[config.mk]
export PLATFORM = sky130hd
export DESIGN_NAME = ea_sequencer
export DESIGN_NICKNAME = d
export VERILOG_FILES = /design/src/rtl/ea_pkg.sv /design/src/rtl/ea_lowadd.sv /design/src/rtl/ea_busmux.sv /design/src/rtl/ea_sequencer.sv
export SDC_FILE = /design/constraint.sdc
export NUM_CORES = 1
export LEC_CHECK = 0
export BUFFER_PORTS_ARGS = -buffer_cell sky130_fd_sc_hd__buf_2
export CORE_UTILIZATION = 29
export DETAILED_ROUTE_END_ITERATION = 12
export PLACE_DENSITY = 0.55
export SYNTH_ARGS = -nofsm -noshare
export SYNTH_HDL_FRONTEND = slang
export SYNTH_HIERARCHICAL = 1
export SYNTH_SLANG_ARGS = --single-unit
[constraint.sdc]
create_clock -name clk -period 4.6 [get_ports clk]
set_input_delay 0.23 -clock clk [delete_from_list [all_inputs] [get_ports clk]]
set_output_delay 0.23 -clock clk [all_outputs]
set_load 0.005 [all_outputs]
[src/rtl/ea_pkg.sv]
// Shared types for the effective address sequencer.
// Assumes: mode and class codes match the brief; state order is free.
package ea_pkg;
    typedef enum logic [3:0] {
        S_IDLE, S_FLO, S_FHI, S_ZIDX, S_PTR, S_PDUM,
        S_PLO, S_PHI, S_FIX, S_RMWR, S_RMWW, S_EXEC
    } seq_state_t;

    localparam logic [2:0] AM_ZP   = 3'd0;
    localparam logic [2:0] AM_ZPX  = 3'd1;
    localparam logic [2:0] AM_ZPY  = 3'd2;
    localparam logic [2:0] AM_ABS  = 3'd3;
    localparam logic [2:0] AM_ABSX = 3'd4;
    localparam logic [2:0] AM_ABSY = 3'd5;
    localparam logic [2:0] AM_INDX = 3'd6;
    localparam logic [2:0] AM_INDY = 3'd7;

    localparam logic [1:0] CL_READ = 2'd0;
    localparam logic [1:0] CL_RMW  = 2'd2;
endpackage

[src/rtl/ea_lowadd.sv]
// Low-byte index adder: sum modulo 2^DW plus carry out.
// Assumes: the caller decides whether the carry matters.
module ea_lowadd #(
    parameter int DW = 8
) (
    input  logic [DW-1:0] a,
    input  logic [DW-1:0] b,
    output logic [DW-1:0] sum,
    output logic          carry
);
    // widened add so the carry is kept
    assign {carry, sum} = {1'b0, a} + {1'b0, b};
endmodule

[src/rtl/ea_busmux.sv]
// Bus request decode: maps the sequencer state to one bus access.
// Assumes: at most one access per cycle; the strobe state uses no bus.
module ea_busmux
    import ea_pkg::*;
#(
    parameter int DW = 8,
    localparam int AW = 2 * DW
) (
    input  seq_state_t    st,
    input  logic [AW-1:0] pc,
    input  logic [DW-1:0] lo,
    input  logic [DW-1:0] hi,
    input  logic [DW-1:0] ptr,
    input  logic [DW-1:0] buf_val,
    output logic [AW-1:0] addr,
    output logic          rd,
    output logic          wr,
    output logic [DW-1:0] wdata,
    output logic          exec
);
    localparam logic [DW-1:0] ZPAGE = '0;
    localparam logic [DW-1:0] ONE   = {{(DW-1){1'b0}}, 1'b1};

    logic [DW-1:0] ptr_nx;
    assign ptr_nx = ptr + ONE;

    // select address and access kind for the current state
    always_comb begin
        addr  = '0;
        rd    = 1'b0;
        wr    = 1'b0;
        exec  = 1'b0;
        wdata = buf_val;
        unique case (st)
            S_FLO, S_FHI, S_PTR: begin addr = pc;              rd = 1'b1; end
            S_ZIDX:              begin addr = {ZPAGE, lo};     rd = 1'b1; end
            S_PDUM, S_PLO:       begin addr = {ZPAGE, ptr};    rd = 1'b1; end
            S_PHI:               begin addr = {ZPAGE, ptr_nx}; rd = 1'b1; end
            S_FIX, S_RMWR:       begin addr = {hi, lo};        rd = 1'b1; end
            S_RMWW:              begin addr = {hi, lo};        wr = 1'b1; end
            S_EXEC:              begin addr = {hi, lo};        exec = 1'b1; end
            default:             begin addr = '0; end
        endcase
    end
endmodule

[src/rtl/ea_sequencer.sv]
// Effective address sequencer: steps through operand fetch, indexing,
// pointer following, dummy reads and the read-modify-write echo, then
// strobes the execute stage with the final address.
// Assumes: bus_rdata answers combinationally to bus_addr in the same cycle.
module ea_sequencer
    import ea_pkg::*;
#(
    parameter int DW = 8,
    localparam int AW = 2 * DW
) (
    input  logic          clk,
    input  logic          rst_n,
    input  logic          start,
    input  logic [2:0]    mode,
    input  logic [1:0]    op_class,
    input  logic [AW-1:0] pc_in,
    input  logic [DW-1:0] idx_x,
    input  logic [DW-1:0] idx_y,
    input  logic [DW-1:0] bus_rdata,
    output logic [AW-1:0] bus_addr,
    output logic          bus_rd,
    output logic          bus_wr,
    output logic [DW-1:0] bus_wdata,
    output logic          exec_stb,
    output logic [AW-1:0] ea_out,
    output logic [DW-1:0] base_hi,
    output logic [DW-1:0] rd_buf,
    output logic [AW-1:0] pc_out
);
    localparam logic [AW-1:0] PC_ONE = {{(AW-1){1'b0}}, 1'b1};
    localparam logic [DW-1:0] B_ONE  = {{(DW-1){1'b0}}, 1'b1};

    seq_state_t    st;
    logic [2:0]    mode_r;
    logic [1:0]    cls_r;
    logic [AW-1:0] pc_r;
    logic [DW-1:0] x_r, y_r, lo_r, hi_r, ptr_r, buf_r, bh_r;
    logic          carry_r;

    logic          use_y, indexed;
    logic [DW-1:0] idx_sel, add_sum;
    logic          add_c;
    seq_state_t    tail_st;

    // index source and whether the absolute/post-indexed add applies
    always_comb begin
        use_y   = (mode_r == AM_ZPY) || (mode_r == AM_ABSY) || (mode_r == AM_INDY);
        indexed = (mode_r == AM_ABSX) || (mode_r == AM_ABSY) || (mode_r == AM_INDY);
        idx_sel = use_y ? y_r : x_r;
        tail_st = (cls_r == CL_RMW) ? S_RMWR : S_EXEC;
    end

    ea_lowadd #(.DW(DW)) u_add (
        .a(lo_r), .b(idx_sel), .sum(add_sum), .carry(add_c)
    );

    ea_busmux #(.DW(DW)) u_mux (
        .st(st), .pc(pc_r), .lo(lo_r), .hi(hi_r), .ptr(ptr_r), .buf_val(buf_r),
        .addr(bus_addr), .rd(bus_rd), .wr(bus_wr), .wdata(bus_wdata), .exec(exec_stb)
    );

    // sequencer state and address registers
    always_ff @(posedge clk) begin
        if (!rst_n) begin
            st      <= S_IDLE;
            mode_r  <= '0;
            cls_r   <= '0;
            pc_r    <= '0;
            x_r     <= '0;
            y_r     <= '0;
            lo_r    <= '0;
            hi_r    <= '0;
            ptr_r   <= '0;
            buf_r   <= '0;
            bh_r    <= '0;
            carry_r <= 1'b0;
        end else begin
            unique case (st)
                S_IDLE: if (start) begin
                    mode_r  <= mode;
                    cls_r   <= op_class;
                    pc_r    <= pc_in;
                    x_r     <= idx_x;
                    y_r     <= idx_y;
                    lo_r    <= '0;
                    hi_r    <= '0;
                    bh_r    <= '0;
                    carry_r <= 1'b0;
                    st      <= (mode == AM_INDX || mode == AM_INDY) ? S_PTR : S_FLO;
                end
                S_FLO: begin
                    lo_r <= bus_rdata;
                    pc_r <= pc_r + PC_ONE;
                    if (mode_r == AM_ZP)                          st <= tail_st;
                    else if (mode_r == AM_ZPX || mode_r == AM_ZPY) st <= S_ZIDX;
                    else                                          st <= S_FHI;
                end
                S_ZIDX: begin
                    lo_r <= add_sum;
                    st   <= tail_st;
                end
                S_FHI, S_PHI: begin
                    hi_r <= bus_rdata;
                    bh_r <= bus_rdata;
                    if (st == S_FHI) pc_r <= pc_r + PC_ONE;
                    if (indexed) begin
                        lo_r    <= add_sum;
                        carry_r <= add_c;
                        st      <= (add_c || cls_r != CL_READ) ? S_FIX : tail_st;
                    end else begin
                        st <= tail_st;
                    end
                end
                S_PTR: begin
                    ptr_r <= bus_rdata;
                    pc_r  <= pc_r + PC_ONE;
                    st    <= (mode_r == AM_INDX) ? S_PDUM : S_PLO;
                end
                S_PDUM: begin
                    ptr_r <= ptr_r + x_r;
                    st    <= S_PLO;
                end
                S_PLO: begin
                    lo_r <= bus_rdata;
                    st   <= S_PHI;
                end
                S_FIX: begin
                    if (carry_r) hi_r <= hi_r + B_ONE;
                    carry_r <= 1'b0;
                    st      <= tail_st;
                end
                S_RMWR: begin
                    buf_r <= bus_rdata;
                    st    <= S_RMWW;
                end
                S_RMWW:  st <= S_EXEC;
                S_EXEC:  st <= S_IDLE;
                default: st <= S_IDLE;
            endcase
        end
    end

    assign ea_out  = {hi_r, lo_r};
    assign base_hi = bh_r;
    assign rd_buf  = buf_r;
    assign pc_out  = pc_r;

    // the echo write goes to the address read one cycle before
    a_r10_echo_addr: assert property (@(posedge clk) disable iff (!rst_n)
        bus_wr |-> ($past(bus_rd) && bus_addr == $past(bus_addr)));

    // the echo write carries the byte that was read
    a_r10_echo_data: assert property (@(posedge clk) disable iff (!rst_n)
        bus_wr |-> bus_wdata == $past(bus_rdata));

    // strobe lasts one cycle and is followed by an idle bus
    a_r12_strobe_once: assert property (@(posedge clk) disable iff (!rst_n)
        exec_stb |=> (!exec_stb && !bus_rd && !bus_wr));

    // never more than one of read, write, strobe
    a_r12_one_action: assert property (@(posedge clk) disable iff (!rst_n)
        $onehot0({bus_rd, bus_wr, exec_stb}));

    // a carried dummy read is followed by a high byte one above it
    a_r6_carry_page: assert property (@(posedge clk) disable iff (!rst_n)
        (st == S_FIX && carry_r) |=>
            ea_out[AW-1:DW] == $past(bus_addr[AW-1:DW]) + B_ONE);

    // zero-page indexing leaves the address in page zero
    a_r3_page_zero: assert property (@(posedge clk) disable iff (!rst_n)
        (st == S_ZIDX) |=> ea_out[AW-1:DW] == '0);
endmodule

==> results_dict.tcl, run 1 <==
set metrics [dict create \
    outcome "finished, final reports clean" \
    antenna_left 0 \
    setup_tns_ns 0 \
    syn_to_final_growth_pct 18.3 \
    ff2ff_path_depth 15 \
    crit_top_cell "nor2_1" \
    rows 50 \
    p_seq_share_pct 30.2 \
    viasPerCell 5.38 \
    postLayoutCoreUtil_pct 35.1 \
    critical-path-top-delay-family "simple AND/OR/NAND/NOR gates" \
    crit_chain "nor2b_1, mux2i_1, buf_4, mux2_2, ha_1, fa_1, a21oi_1, nor2_1, nor2_1, o21ai_0, nor3_1, nor3b_1, nor4_1, o22ai_1, a31oi_1" \
    cap_violations 0 \
    worst_setup_path_start_kind "register" \
    wl_um 18500 \
    drc 0 \
    postPlaceCellArea_sq_um 6250 \
    ir_drop_mv 0.246 \
    end_kind "register" \
    ctsHoldBuffers 0 \
    power.switching_mw 1.95 \
    syn_nets 775 \
    gp_congestion 0.907 \
    internal_power_mw 2.29 \
    htree_levels 3 \
    netlist_instances 707 \
    slowest_delay_ns 0.40 \
    hold_path_class "primary input to register" \
    drt-pass1-iter-count 4 \
    p_leak_nw 2.73 \
    num-nets-final 865 \
    clockRootBuffer "clkbuf_16" \
    dr.first_iter.drc_count 438 \
    r2r_start "mode_r[1]$_SDFFE_PN0P_" \
    p_per_area_nw_per_um2 644 \
    start_util_pct 29.7 \
    diodes 0 \
    synth_area_leaders "dfxtp_1 (29%), nand2_1 (7.8%), a21oi_1 (5.6%), ha_1 (4.0%), a22oi_1 (3.8%)" \
    clk_latency_ns 0.35 \
    r2r-end "st[1]$_SDFFE_PN0P_" \
    post_cts_buffers 0 \
    min_from "op_class[0]" \
    ios 123 \
    tightestPinTransition_ns 1.10 \
    cts_tree "done" \
    layout-drive-gt1-share_pct 22.1 \
    final_hold_viol_count 0 \
    rsz0062_at_grt "no" \
    final.setup.worst_slack_ns 1.27 \
    wl_per_cell_um 17.9 \
    final_design_area_no_fill_sq_um 6590 \
    path_buf_inv 1 \
    cts.sink_count 82 \
    clock_path_buffers 2 \
    maxSlewViolCount 0 \
    min_to "cls_r[0]$_SDFFE_PN0P_" \
    grt_pass1_vias 5201 \
    async_flop_share_pct 0 \
    setup_viol_count_final 0 \
    netlist_area_sq_um 5570 \
    hold_depth 3 \
    worstPathMaxFanout 8 \
    clkTransAtPathRegs_ns 0.06 \
    die_y_um 141 \
    p_sw_share_pct 46.1 \
    synth.top_cell.area_share_pct 29.5 \
    place_hpwl_um 13600 \
    period_share_pct 72.3 \
    die_area_sq_um 19800 \
    cts-buffers-inserted 9 \
    post_cts_resized 0 \
    pre_cts_ws_ns 1.32 \
    port_buffers 122 \
    worst_ep_required_time_ns 4.88 \
    combPwrFrac_pct 50.3 \
    cp_num_cells 15 \
    grt_use_total_pct 18.9 \
    synth_seq_area_share_pct 29.5 \
    ys_warn_count 6 \
    pwr-share-clk_pct 19.5 \
    rrSetupSlack_ns 1.27 \
    dieWidth_um 141 \
    crit_arrival_ns 3.61 \
    vias 5578 \
    min_period_ns 3.33 \
    synthFlopType "dfxtp_1" \
    antenna_found_initial 0 \
    path_class "register to register" \
    synth_area_leader_cell "dfxtp_1" \
    core_area_sq_um 18800 \
    cpMaxStageDelayCell "fa_1" \
    synth_edf_count 0 \
    syn_area_per_cell_sq_um 7.87 \
    relSlewSlack_pct 26.8 \
    grt_pass1_wl_um 29200 \
    synthDistinctLibCells 78 \
    grt_max_degree 45 \
    ys_ff_latch 82 \
    gr-total-overflow 0 \
    finClkSkew_ns 0.00736 \
    max_freq_mhz 301 \
]
## power by group through the flow
stage                     Sequential, mW  Clock [mW]  Combinational (mW)
after floorplan                     1.13           0                1.69
after global placement              1.30           0                2.10
after detailed placement            1.29           0                2.12
after CTS                           1.28       0.842                2.12
after global routing                1.32       0.871                2.38
final                               1.28       0.828                2.13
## cells by family after synthesis
| kind of cell | synth area share, % |
|---|---|
| muxes | 5.84 |
| AOI/OAI and AO/OA | 27.6 |
| buffers and inverters | 6.54 |
| DFF | 29.5 |
| and+or+nand+nor | 22.5 |
| xor gates and xnor gates | 3.33 |
| adders and majority gates | 4.77 |
## layer usage
layer	wire, um	vias up	share of wire (%)	GRT usage, %
li1	-	2781	-	-
met1	8870	2638	48	26.1
met2	8400	143	45	30.2
met3	1020	16	5.5	3.38
met4	249	0	1.3	5.21
met5	0	-	0	0
## state kept, by name (all words and copies together), names as in the netlist
name     cells
pc_out      16
base_hi      8
hi_r         8
lo_r         8
ptr_r        8
rd_buf       8
x_r          8
y_r          8
st           4
mode_r       3
cls_r        2
carry_r      1
## stage by stage
stage,hold slack (ns),total power [mW],std cells
floorplan,0.365,2.82,707
CTS,0.104,4.24,1036
global route,0.106,4.57,1036
finish,0.112,4.24,1036
detailed placement,0.450,3.41,1020
global placement,0.448,3.40,1020
## tightest hold or removal path, cell delays in order
cell and delay (ns):
buf_2 0.09, nand2_1 0.04, a21oi_1 0.05
## cells in the mapped netlist (12+ instances only)
cell type  instances
nand2_1          116
dfxtp_1           82
a21oi_1           62
nor2_1            50
a22oi_1           28
nand3_1           27
o21ai_0           26
mux2i_1           21
ha_1              18
a22o_1            16
buf_2             16
buf_4             16
clkbuf_1          16
inv_1             14
nor3_1            14
o22ai_1           14
nor2b_1           12
## worst max path at each step
| stage | from | end | slack [ns] |
|---|---|---|---|
| after floorplan | mode_r[2]$_SDFFE_PN0P_ | st[1]$_SDFFE_PN0P_ | 1.32 |
| after global placement | mode_r[1]$_SDFFE_PN0P_ | st[1]$_SDFFE_PN0P_ | 1.42 |
| after detailed placement | mode_r[1]$_SDFFE_PN0P_ | st[1]$_SDFFE_PN0P_ | 1.32 |
| after CTS | mode_r[1]$_SDFFE_PN0P_ | st[1]$_SDFFE_PN0P_ | 1.30 |
| after global routing | mode_r[1]$_SDFFE_PN0P_ | st[1]$_SDFFE_PN0P_ | 0.95 |
| final | mode_r[1]$_SDFFE_PN0P_ | st[1]$_SDFFE_PN0P_ | 1.27 |
## cell type report
cell class	instances	area [sq um]
fill	2011	12200
multi-input combinational	555	3560
sequential	82	1640
timing repair buffer	133	693
tap	234	293
clock buffer	11	253
clock inverter	5	85.1
inverter	16	60.1
## layout by cell type, fill, tap and decap left out, types with 3 or more instances in the layout
cell type    n
a22oi_1     28
o21ai_0     26
o32ai_1      3
nand4_1      4
mux2_2       9
xnor2_1      9
mux2i_1     21
nor2_1      50
a222oi_1     7
a211oi_1     3
and3_1       4
nand2_1    116
nor3_1      14
nand4b_1     3
or2_2        3
a21o_1       5
clkbuf_16    9
o211a_1      5
a31oi_1      7
nor3b_1      4
o31a_1       5
nand3_1     27
xor2_1       9
inv_1       14
buf_4       11
nor4_1       6
o211ai_1     9
o22ai_1     14
a22o_1      16
buf_2      122
a221oi_1     3
a21oi_1     62
dfxtp_1     82
nor2b_1     12
ha_1        18
a21boi_0     6
nand2b_1     3
Power figures use the tool's default switching activity.
==> inputs of run 2 (changes only) <==
==> constraint.sdc (replaced) <==
create_clock -name clk -period 3.4 [get_ports clk]
set_input_delay 0.17 -clock clk [delete_from_list [all_inputs] [get_ports clk]]
set_output_delay 0.17 -clock clk [all_outputs]
set_load 0.005 [all_outputs]
==> run 2 against run 1 <==
Fmax rose by 6.7%. Utilization is 0.25 points higher. Highest routed layer unchanged. Global-route usage shrank 0.099 points. Hold slack got worse by 0.048 ns. Sequential power increased by 36%. Non-clock buffer count is 5 higher.
==> results_dict.tcl, run 2 (synthesis gave the netlist of run 1 again) <==
set metrics [dict create \
    period_share_pct 91.7 \
    viasPerCell 5.44 \
    cpMaxStageDelayCell "ha_1" \
    outcome "finished, final reports clean" \
    cts.sink_count 82 \
    crit_arrival_ns 3.38 \
    worst_setup_path_start_kind "register" \
    combPwrFrac_pct 50.6 \
    clockRootBuffer "clkbuf_16" \
    antenna_left 0 \
    worstPathMaxFanout 7 \
    layout_common_cells "buf_2 (122), nand2_1 (116), dfxtp_1 (81), a21oi_1 (62), nor2_1 (50)" \
    finClkSkew_ns 0.00899 \
    stdcell_count 1041 \
    p_leak_nw 2.76 \
    drt-pass1-iter-count 8 \
    ir_drop_mv 0.367 \
    drc 0 \
    internal_power_mw 3.15 \
    cts_tree "done" \
    pwr-share-clk_pct 19.2 \
    path_buf_inv 1 \
    power.switching_mw 2.64 \
    vias 5660 \
    grt_pass1_wl_um 29100 \
    core_area_sq_um 18800 \
    die_y_um 141 \
    crit_chain "nor2b_2, mux2i_1, buf_4, mux2_2, ha_1, a21o_1, a21o_1, nor2_1, o21ai_1, nor3_2, nor3b_1, nor4_1, o22ai_1, a31oi_1" \
    num-nets-final 870 \
    post_cts_buffers 0 \
    largest_reg_flops 16 \
    final_common_cell "buf_2" \
    antenna_found_initial 0 \
    cts-buffers-inserted 9 \
    hold_path_class "primary input to register" \
    start_util_pct 29.7 \
    dieWidth_um 141 \
    p_per_area_nw_per_um2 872 \
    final_hold_viol_count 0 \
    grt_max_degree 44 \
    crit_top_cell "a21o_1" \
    wl_um 18400 \
    die_area_sq_um 19800 \
    port_buffers 122 \
    gp_congestion 0.886 \
    layout-drive-gt1-share_pct 22.9 \
    path_class "register to register" \
    tightestPinTransition_ns 1.14 \
    relSlewSlack_pct 23.9 \
    grt_pass1_vias 5115 \
    wl_per_cell_um 17.7 \
    dr.first_iter.drc_count 457 \
    min_from "idx_x[7]" \
    multi_input_area_sq_um 3570 \
    gr-total-overflow 0 \
    cap_violations 0 \
    ios 123 \
    max_freq_mhz 321 \
    htree_levels 3 \
    min_period_ns 3.12 \
    nFillCells 2031 \
    worst_ep_required_time_ns 3.66 \
    syn_to_final_growth_pct 19.2 \
    startpoint "mode_r[1]$_SDFFE_PN0P_" \
    place_hpwl_um 13600 \
    critical-path-top-delay-family "compound AO/OA/AOI/OAI gates" \
    place_inst 1025 \
    r2r_start "mode_r[1]$_SDFFE_PN0P_" \
    setup_viol_count_final 0 \
    clock_path_buffers 2 \
    seq_area_sq_um 1640 \
    clk_latency_ns 0.34 \
    diodes 0 \
    clkTransAtPathRegs_ns 0.06 \
    end_kind "register" \
    p_seq_share_pct 30.1 \
    p_total_mw 5.78 \
    rows 50 \
    slowest_delay_ns 0.36 \
    p_sw_share_pct 45.6 \
    grt_use_total_pct 18.8 \
    maxSlewViolCount 0 \
]
==> run 2: worst min-delay path, cell delays in order <==
cell and delay [ns]:
buf_2 0.09, nand2_1 0.04, a21oi_1 0.05
==> run 2: power groups by stage <==
stage	Combinational, mW	Clock [mW]	Sequential (mW)
floorplan	2.29	0	1.53
global placement	2.89	0	1.76
detailed placement	2.90	0	1.76
CTS	2.92	1.14	1.74
global route	3.29	1.18	1.79
finish	2.93	1.11	1.74
==> run 2: path summary, 6_finish.rpt <==
path / slack, ns / cells after the start / to
max: 0.28 / 14 / st[1]$_SDFFE_PN0P_
min: 0.06 / 3 / x_r[7]$_SDFFE_PN0P_
max reg2reg: 0.28 / 14 / st[1]$_SDFFE_PN0P_
min reg2reg: 0.46 / 2 / base_hi[5]$_SDFFE_PN0P_
==> run 2: cell type report <==
| type | instances | area share (%) |
|---|---|---|
| well taps | 234 | 4.41 |
| flip-flops and latches | 82 | 24.8 |
| clock buffers | 11 | 3.81 |
| repair buffers | 138 | 11.0 |
| inverters | 16 | 0.905 |
| multi-input cells | 555 | 53.8 |
| clock inverters | 5 | 1.30 |
==> run 2: per-stage QoR <==
stage | area (sq um) | worst slack [ns] | TNS [ns] | util (%) | hold WS [ns]
6_report | 6630 | 0.282 | 0 | 35.3 | 0.0638
4_1_cts | 6630 | 0.174 | 0 | 35.3 | 0.0496
3_3_place_gp | 6290 | 0.258 | 0 | 33.5 | 0.418
5_1_grt | 6630 | -0.00254 | -0.00254 | 35.3 | 0.0795
2_1_floorplan | 5570 | 0.121 | 0 | - | 0.305
3_5_place_dp | 6290 | 0.192 | 0 | 33.5 | 0.413
==> run 2: per-layer routing <==
metal	up-vias	share of wire (%)	global-route usage, %
li1	2794	-	-
met1	2662	48	27.0
met2	187	45	28.6
met3	17	5.7	3.42
met4	0	1.5	5.26
met5	-	0	0
==> run 2: what timing repair did <==
action,4_1_cts,5_1_grt
gates resized for setup,0,4
setup endpoints to repair,0,2
hold buffers,0,0
